<file path="src/rtl/can_errdet_pkg.sv">
package can_errdet_pkg;

  typedef enum logic [3:0] {
    FLD_IDLE     = 4'd0,
    FLD_SOF      = 4'd1,
    FLD_ARB      = 4'd2,
    FLD_CTRL     = 4'd3,
    FLD_DATA     = 4'd4,
    FLD_CRC      = 4'd5,
    FLD_CRC_DLM  = 4'd6,
    FLD_ACK_SLOT = 4'd7,
    FLD_ACK_DLM  = 4'd8,
    FLD_EOF      = 4'd9,
    FLD_IFS      = 4'd10
  } frame_fld_e;

  // Fields after SOF whose bits feed the running CRC
  function automatic logic fld_crc_body(input frame_fld_e f);
    return (f == FLD_ARB) || (f == FLD_CTRL) || (f == FLD_DATA) || (f == FLD_CRC);
  endfunction

  // Fields in which the stuffing rule is enforced
  function automatic logic fld_stuff_window(input frame_fld_e f);
    return (f == FLD_SOF) || fld_crc_body(f);
  endfunction

  // Fixed recessive fields
  function automatic logic fld_fixed_form(input frame_fld_e f);
    return (f == FLD_CRC_DLM) || (f == FLD_ACK_DLM) || (f == FLD_EOF) || (f == FLD_IFS);
  endfunction

  // Fields in which a transmitter compares drive and readback
  function automatic logic fld_tx_checked(input frame_fld_e f);
    return (f != FLD_IDLE) && (f != FLD_IFS) && (f <= FLD_EOF);
  endfunction

  // Fields where a dominant readback over a recessive drive is legal
  function automatic logic fld_overwrite_ok(input frame_fld_e f);
    return (f == FLD_ARB) || (f == FLD_ACK_SLOT);
  endfunction

endpackage

</file>
<file path="src/rtl/can_crc_chk.sv">
module can_crc_chk
  import can_errdet_pkg::*;
#(
  parameter int               CRC_W    = 15,
  parameter logic [CRC_W-1:0] CRC_POLY = 15'h4599
) (
  input  logic       clk,
  input  logic       rst_n,
  input  logic       bit_stb,
  input  frame_fld_e fld,
  input  logic       rx_bit,
  input  logic       stuff_bit,
  output logic       crc_err
);

  // One serial step of the generator: feedback is incoming bit xor MSB
  function automatic logic [CRC_W-1:0] crc_step(input logic [CRC_W-1:0] cur, input logic b);
    logic fb;
    fb = b ^ cur[CRC_W-1];
    return {cur[CRC_W-2:0], 1'b0} ^ (fb ? CRC_POLY : '0);
  endfunction

  logic [CRC_W-1:0] crc_q;
  logic             sof_hit;
  logic             body_hit;
  logic             residue_bad;

  assign sof_hit     = bit_stb && (fld == FLD_SOF);
  assign body_hit    = bit_stb && fld_crc_body(fld) && !stuff_bit;
  // Running the received CRC field through the register leaves zero on a match
  assign residue_bad = (crc_q != '0);

  always_ff @(posedge clk or negedge rst_n) begin
    if (!rst_n)        crc_q <= '0;
    else if (sof_hit)  crc_q <= crc_step('0, rx_bit);
    else if (body_hit) crc_q <= crc_step(crc_q, rx_bit);
  end

  assign crc_err = bit_stb && (fld == FLD_CRC_DLM) && residue_bad;

  p_crc_clear_sof_r2: assert property (@(posedge clk) disable iff (!rst_n)
    (bit_stb && fld == FLD_SOF && !rx_bit) |=> (crc_q == '0));

  p_crc_skip_stuff_r3: assert property (@(posedge clk) disable iff (!rst_n)
    (bit_stb && stuff_bit && fld != FLD_SOF) |=> $stable(crc_q));

endmodule

</file>
<file path="src/rtl/can_stuff_chk.sv">
module can_stuff_chk
  import can_errdet_pkg::*;
#(
  parameter int STUFF_LIMIT = 6
) (
  input  logic       clk,
  input  logic       rst_n,
  input  logic       bit_stb,
  input  frame_fld_e fld,
  input  logic       rx_bit,
  output logic       stuff_err
);

  localparam int RUN_W = $clog2(STUFF_LIMIT + 1);
  localparam logic [RUN_W-1:0] RUN_MAX  = RUN_W'(STUFF_LIMIT);
  localparam logic [RUN_W-1:0] RUN_WARN = RUN_W'(STUFF_LIMIT - 1);

  logic [RUN_W-1:0] run_q;
  logic             last_q;
  logic             same_lvl;
  logic             run_start;
  logic             run_track;

  assign same_lvl  = (rx_bit == last_q);
  assign run_start = bit_stb && (fld == FLD_SOF);
  assign run_track = bit_stb && fld_stuff_window(fld) && (fld != FLD_SOF);

  always_ff @(posedge clk or negedge rst_n) begin
    if (!rst_n) begin
      run_q  <= '0;
      last_q <= 1'b1;
    end else if (run_start) begin
      run_q  <= RUN_W'(1);
      last_q <= rx_bit;
    end else if (run_track) begin
      if (!same_lvl) begin
        run_q  <= RUN_W'(1);
        last_q <= rx_bit;
      end else if (run_q != RUN_MAX) begin
        run_q  <= run_q + RUN_W'(1);
      end
    end
  end

  assign stuff_err = run_track && same_lvl && (run_q >= RUN_WARN);

  p_run_capped_r8: assert property (@(posedge clk) disable iff (!rst_n)
    run_q <= RUN_MAX);

  p_no_stuff_outside_r9: assert property (@(posedge clk) disable iff (!rst_n)
    (bit_stb && !fld_stuff_window(fld)) |-> !stuff_err);

  p_sof_restarts_run_r9: assert property (@(posedge clk) disable iff (!rst_n)
    (bit_stb && fld == FLD_SOF) |=> (run_q == RUN_W'(1)));

endmodule

</file>
<file path="src/rtl/can_bit_chk.sv">
module can_bit_chk
  import can_errdet_pkg::*;
(
  input  logic       clk,
  input  logic       rst_n,
  input  logic       bit_stb,
  input  frame_fld_e fld,
  input  logic       is_tx,
  input  logic       tx_bit,
  input  logic       rx_bit,
  output logic       ack_err,
  output logic       form_err,
  output logic       bit_err
);

  logic lvl_mismatch;
  logic overwrite_ok;
  logic no_ack_seen;
  logic fixed_violated;

  assign lvl_mismatch   = tx_bit ^ rx_bit;
  assign overwrite_ok   = fld_overwrite_ok(fld) && tx_bit && !rx_bit;
  assign no_ack_seen    = (fld == FLD_ACK_SLOT) && rx_bit;
  assign fixed_violated = fld_fixed_form(fld) && !rx_bit;

  assign ack_err  = bit_stb && is_tx && no_ack_seen;
  assign form_err = bit_stb && fixed_violated;
  assign bit_err  = bit_stb && is_tx && fld_tx_checked(fld) && lvl_mismatch && !overwrite_ok;

  p_ack_tx_only_r4: assert property (@(posedge clk) disable iff (!rst_n)
    ack_err |-> (is_tx && rx_bit));

  p_form_dominant_r5: assert property (@(posedge clk) disable iff (!rst_n)
    form_err |-> !rx_bit);

  p_bit_needs_tx_r6: assert property (@(posedge clk) disable iff (!rst_n)
    bit_err |-> (is_tx && (tx_bit != rx_bit)));

  p_arb_exempt_r7: assert property (@(posedge clk) disable iff (!rst_n)
    (bit_stb && (fld == FLD_ARB || fld == FLD_ACK_SLOT) && tx_bit && !rx_bit) |-> !bit_err);

endmodule

</file>
<file path="src/rtl/can_err_detect.sv">
module can_err_detect
  import can_errdet_pkg::*;
#(
  parameter int               CRC_W       = 15,
  parameter logic [CRC_W-1:0] CRC_POLY    = 15'h4599,
  parameter int               STUFF_LIMIT = 6
) (
  input  logic       clk,
  input  logic       rst_n,
  input  logic       bit_stb,
  input  logic [3:0] fld_code,
  input  logic       is_tx,
  input  logic       tx_bit,
  input  logic       rx_bit,
  input  logic       stuff_bit,
  output logic       crc_err,
  output logic       ack_err,
  output logic       form_err,
  output logic       bit_err,
  output logic       stuff_err,
  output logic       err_frame_req
);

  localparam int N_ERR = 5;

  frame_fld_e       fld;
  logic [N_ERR-1:0] err_vec;

  assign fld = frame_fld_e'(fld_code);

  can_crc_chk #(.CRC_W(CRC_W), .CRC_POLY(CRC_POLY)) u_crc (
    .clk(clk), .rst_n(rst_n), .bit_stb(bit_stb), .fld(fld),
    .rx_bit(rx_bit), .stuff_bit(stuff_bit), .crc_err(crc_err)
  );

  can_stuff_chk #(.STUFF_LIMIT(STUFF_LIMIT)) u_stuff (
    .clk(clk), .rst_n(rst_n), .bit_stb(bit_stb), .fld(fld),
    .rx_bit(rx_bit), .stuff_err(stuff_err)
  );

  can_bit_chk u_bit (
    .clk(clk), .rst_n(rst_n), .bit_stb(bit_stb), .fld(fld), .is_tx(is_tx),
    .tx_bit(tx_bit), .rx_bit(rx_bit),
    .ack_err(ack_err), .form_err(form_err), .bit_err(bit_err)
  );

  assign err_vec       = {stuff_err, bit_err, form_err, ack_err, crc_err};
  assign err_frame_req = |err_vec;

  p_strobe_only_r1: assert property (@(posedge clk) disable iff (!rst_n)
    !bit_stb |-> !err_frame_req);

  p_req_any_r10: assert property (@(posedge clk) disable iff (!rst_n)
    (crc_err || ack_err || form_err || bit_err || stuff_err) |-> err_frame_req);

endmodule

</file>
<file path="config.mk">
export PLATFORM = sky130hd
export DESIGN_NAME = can_err_detect
export DESIGN_NICKNAME = d
export VERILOG_FILES = /design/src/rtl/can_errdet_pkg.sv /design/src/rtl/can_crc_chk.sv /design/src/rtl/can_stuff_chk.sv /design/src/rtl/can_bit_chk.sv /design/src/rtl/can_err_detect.sv
export SDC_FILE = /design/constraint.sdc
export NUM_CORES = 1
export LEC_CHECK = 0
export ABC_AREA = 1
export BUFFER_PORTS_ARGS = -buffer_cell sky130_fd_sc_hd__buf_2
export CAP_MARGIN = 30
export CORE_UTILIZATION = 45
export CTS_CLUSTER_DIAMETER = 150
export DETAILED_ROUTE_END_ITERATION = 8
export GPL_ROUTABILITY_DRIVEN = 0
export PLACE_DENSITY = 0.71
export SLEW_MARGIN = 40
export SYNTH_ARGS = -nofsm -noshare
export SYNTH_HDL_FRONTEND = slang
export SYNTH_SLANG_ARGS = --single-unit
</file>
<file path="constraint.sdc">
create_clock -name clk -period 1.1 [get_ports clk]
set_input_delay 0.22 -clock clk [delete_from_list [all_inputs] [get_ports clk]]
set_output_delay 0.22 -clock clk [all_outputs]
set_load 0.005 [all_outputs]
</file>
==> results.yml <==
run_status:
  status: "complete, but fails checks"
  violations: "setup timing"
finish:
  nets: 256
  finalNonFillerCells: 272
  final_cell_mix: "nand2_1 (71), buf_4 (29), dfrtp_1 (18)"
  final_util_pct: 68.33
  syn_to_final_growth_pct: 43.84
  drive_above_1_share_pct: 43.15
  final_common_cell: "nand2_1"
  antenna_cells: 0
worst_setup_path:
  reg2reg_slack_ns: -0.13
  timing.rr.end: "u_stuff.run_q[1]"
  cp_max_fo: 2
  worstPathArrival_ns: 1.45
  worstSetupStartpointType: "register"
  reg2regPathDepth: 8
  required_ns: 0.88
  cp_cell_sequence: "ha_2 > o21a_1 > nand2_1 > nor2_2 > nor2_1 > nand3_1 > buf_2"
  crit_family: "flip-flops"
  path_buf_inv: 1
  r2r_start: "u_stuff.run_q[0]"
  critPathMaxStageDelay_ns: 0.40
  slowest_stage: "dfrtp_1"
  end_kind: "primary output"
  crit_type: "reg2out"
pwr:
  p_leak_nw: 1.020
  p_per_area_nw_per_um2: 1560
  peakVddDrop_mv: 1.537
sta:
  post-route-min-period_ns: 1.666
  slew_headroom_pct: 71.63
  fmax_ghz: 0.6004
  period_share_pct: 151.4
  hold_viol: 0
  slew_violations: 0
  setup_ws_ns: -0.5656
  skew_ns: 0.004932
  tightest_slew_ns: 0.4256
  finalSetupViolCount: 13
  rsz0062_at_grt: "yes"
yosys:
  synth_area_um2: 1310
  yosysUniqueCellTypes: 24
  synth_seq_cells: 19
  synth_seq_area_share_pct: 36.39
  synth_edf_count: 0
  synthArstFlopShare_pct: 100.0
  synthCells: 193
  ys_top_cells_by_area: "dfrtp_1 (34%), nand2_1 (24%), nor2_1 (5.4%)"
  synth_nets: 207
  synth.top_cell.area_share_pct: 34.38
  yosysTopAreaCell: "dfrtp_1"
  synth_area_per_cell_um2: 6.788
  ys.flop_type: "dfrtp_1"
  yosys_warnings: 0
grt:
  antenna_found_initial: 0
  grt_max_degree: 20
  grt_pass1_wl_mm: 5.216
  grt_usage_pct: 21.40
  grt_pass1_vias: 1237
  global_route.overflow_total: 0
routing:
  drc_errors: 0
  wl_per_cell_um: 12.64
  drt-total-wl_mm: 3.438
  drt_pass1_iterations: 5
  first_iter_violations: 69
  ant_nets: 0
  avgViaCountPerCell: 5.007
  vias: 1362
min_path:
  holdCritPathClass: "in2reg"
  hold_depth: 3
  min_to: "u_stuff.last_q"
  min_from: "rx_bit"
place:
  post-place-cells: 265
  hpwl_mm: 2.165
  io_buffers: 16
die:
  core_um2: 2758
  std_cell_rows: 19
  fp.dieW_um: 55.96
  start_util_pct: 47.50
  fp.dieH_um: 55.96
  dieArea_um2: 3131
  io_pins: 17
clock_tree:
  cts_root_buffer: "clkbuf_4"
  cts.sinks: 19
  numCtsBuffers: 3
  cts_tree: "done"
  clk_latency_ns: 0.30
  htree_levels: 1
  clk_pin_slew_ns: 0.10
  clock_path_buffers: 2
job:
  drv_cap: 0
stage by stage:
| step | area, um2 | hold WS (ns) | TNS [ns] | setup WS (ns) | power (W) |
|---|---|---|---|---|---|
| after floorplan | 1313 | -0.07559 | -0.1578 | -0.1512 | 0.001759 |
| after global placement | 1620 | 0.1718 | -2.496 | -0.2670 | 0.002280 |
| after detailed placement | 1620 | 0.1798 | -2.487 | -0.2722 | 0.002313 |
| after CTS | 1757 | 0.2850 | -2.059 | -0.5778 | 0.002759 |
| after global routing | 1884 | 0.2825 | -3.276 | -0.6782 | 0.003180 |
| final | 1884 | 0.2744 | -2.336 | -0.5656 | 0.002940 |
how the worst max path moves through the flow:
stage,start,endpoint,slack (ns),cells after the start
2_1_floorplan,u_stuff.last_q,err_frame_req,-0.15,5
3_3_place_gp,fld_code[1],err_frame_req,-0.27,8
3_5_place_dp,u_stuff.run_q[0],err_frame_req,-0.27,7
4_1_cts,u_stuff.run_q[0],err_frame_req,-0.58,7
5_1_grt,u_crc.crc_q[12],err_frame_req,-0.68,7
6_report,u_stuff.run_q[0],err_frame_req,-0.57,7
layout make-up:
| class | count | area (um2) |
|---|---|---|
| well taps | 31 | 38.79 |
| repair buffers | 48 | 391.6 |
| clock buffers | 4 | 26.28 |
| flip-flops and latches | 19 | 476.7 |
| fillers | 228 | 873.3 |
| multi-input cells | 149 | 849.6 |
| inverters | 21 | 101.3 |
per-layer routing:
metal	vias up	global-route usage, %	wire length [um]
li1	693	-	-
met4	0	3.136	36
met1	628	28.27	1499
met3	6	4.884	190
met2	35	36.83	1711
met5	-	0	0
flip-flops by register name, indices dropped and copies added (netlist names):
| register | count |
|---|---|
| u_crc.crc_q | 15 |
| u_stuff.last_q | 1 |
| u_stuff.run_q | 3 |
where the power goes:
group          switching, W  total (W)  internal (W)
sequential         0.000119    0.00104      0.000920
combinational      0.000807    0.00155      0.000745
clock              0.000208   0.000349      0.000141
total               0.00113    0.00294       0.00181
kinds of logic after synthesis:
group                    Yosys count  synth area share [%]
AND/OR/NAND/NOR                  134                 45.37
buffers and inverters             25                 9.169
adder cells (fa/ha/maj)            3                 2.866
flip-flops                        19                 36.39
XOR/XNOR                           3                 2.579
AO/OA/AOI/OAI                      9                 3.629
cell usage after synthesis, types with 3 or more instances:
master / count
o21ai_1: 3
buf_6: 3
o21ai_0: 3
nor2_1: 19
inv_1: 17
nand2_1: 85
nand3_1: 14
inv_2: 4
dfrtp_1: 18
nand3_2: 4
nand2_2: 4
ha_1: 3
worst min-delay path: cells and delay by family:
family                 cells  cell delay [ns]
AOI/OAI and AO/OA          1             0.09
buffers and inverters      2             0.27
repair_timing:
item | CTS | global route
setup buffers | 2 | 2
hold buffers | 1 | 0
hold endpoints to repair | 18 | 0
resized for setup | 33 | 33
pin swaps | 20 | 20
endpoints found under the setup margin | 15 | 15
No activity file was read; power rests on OpenSTA's default activity.
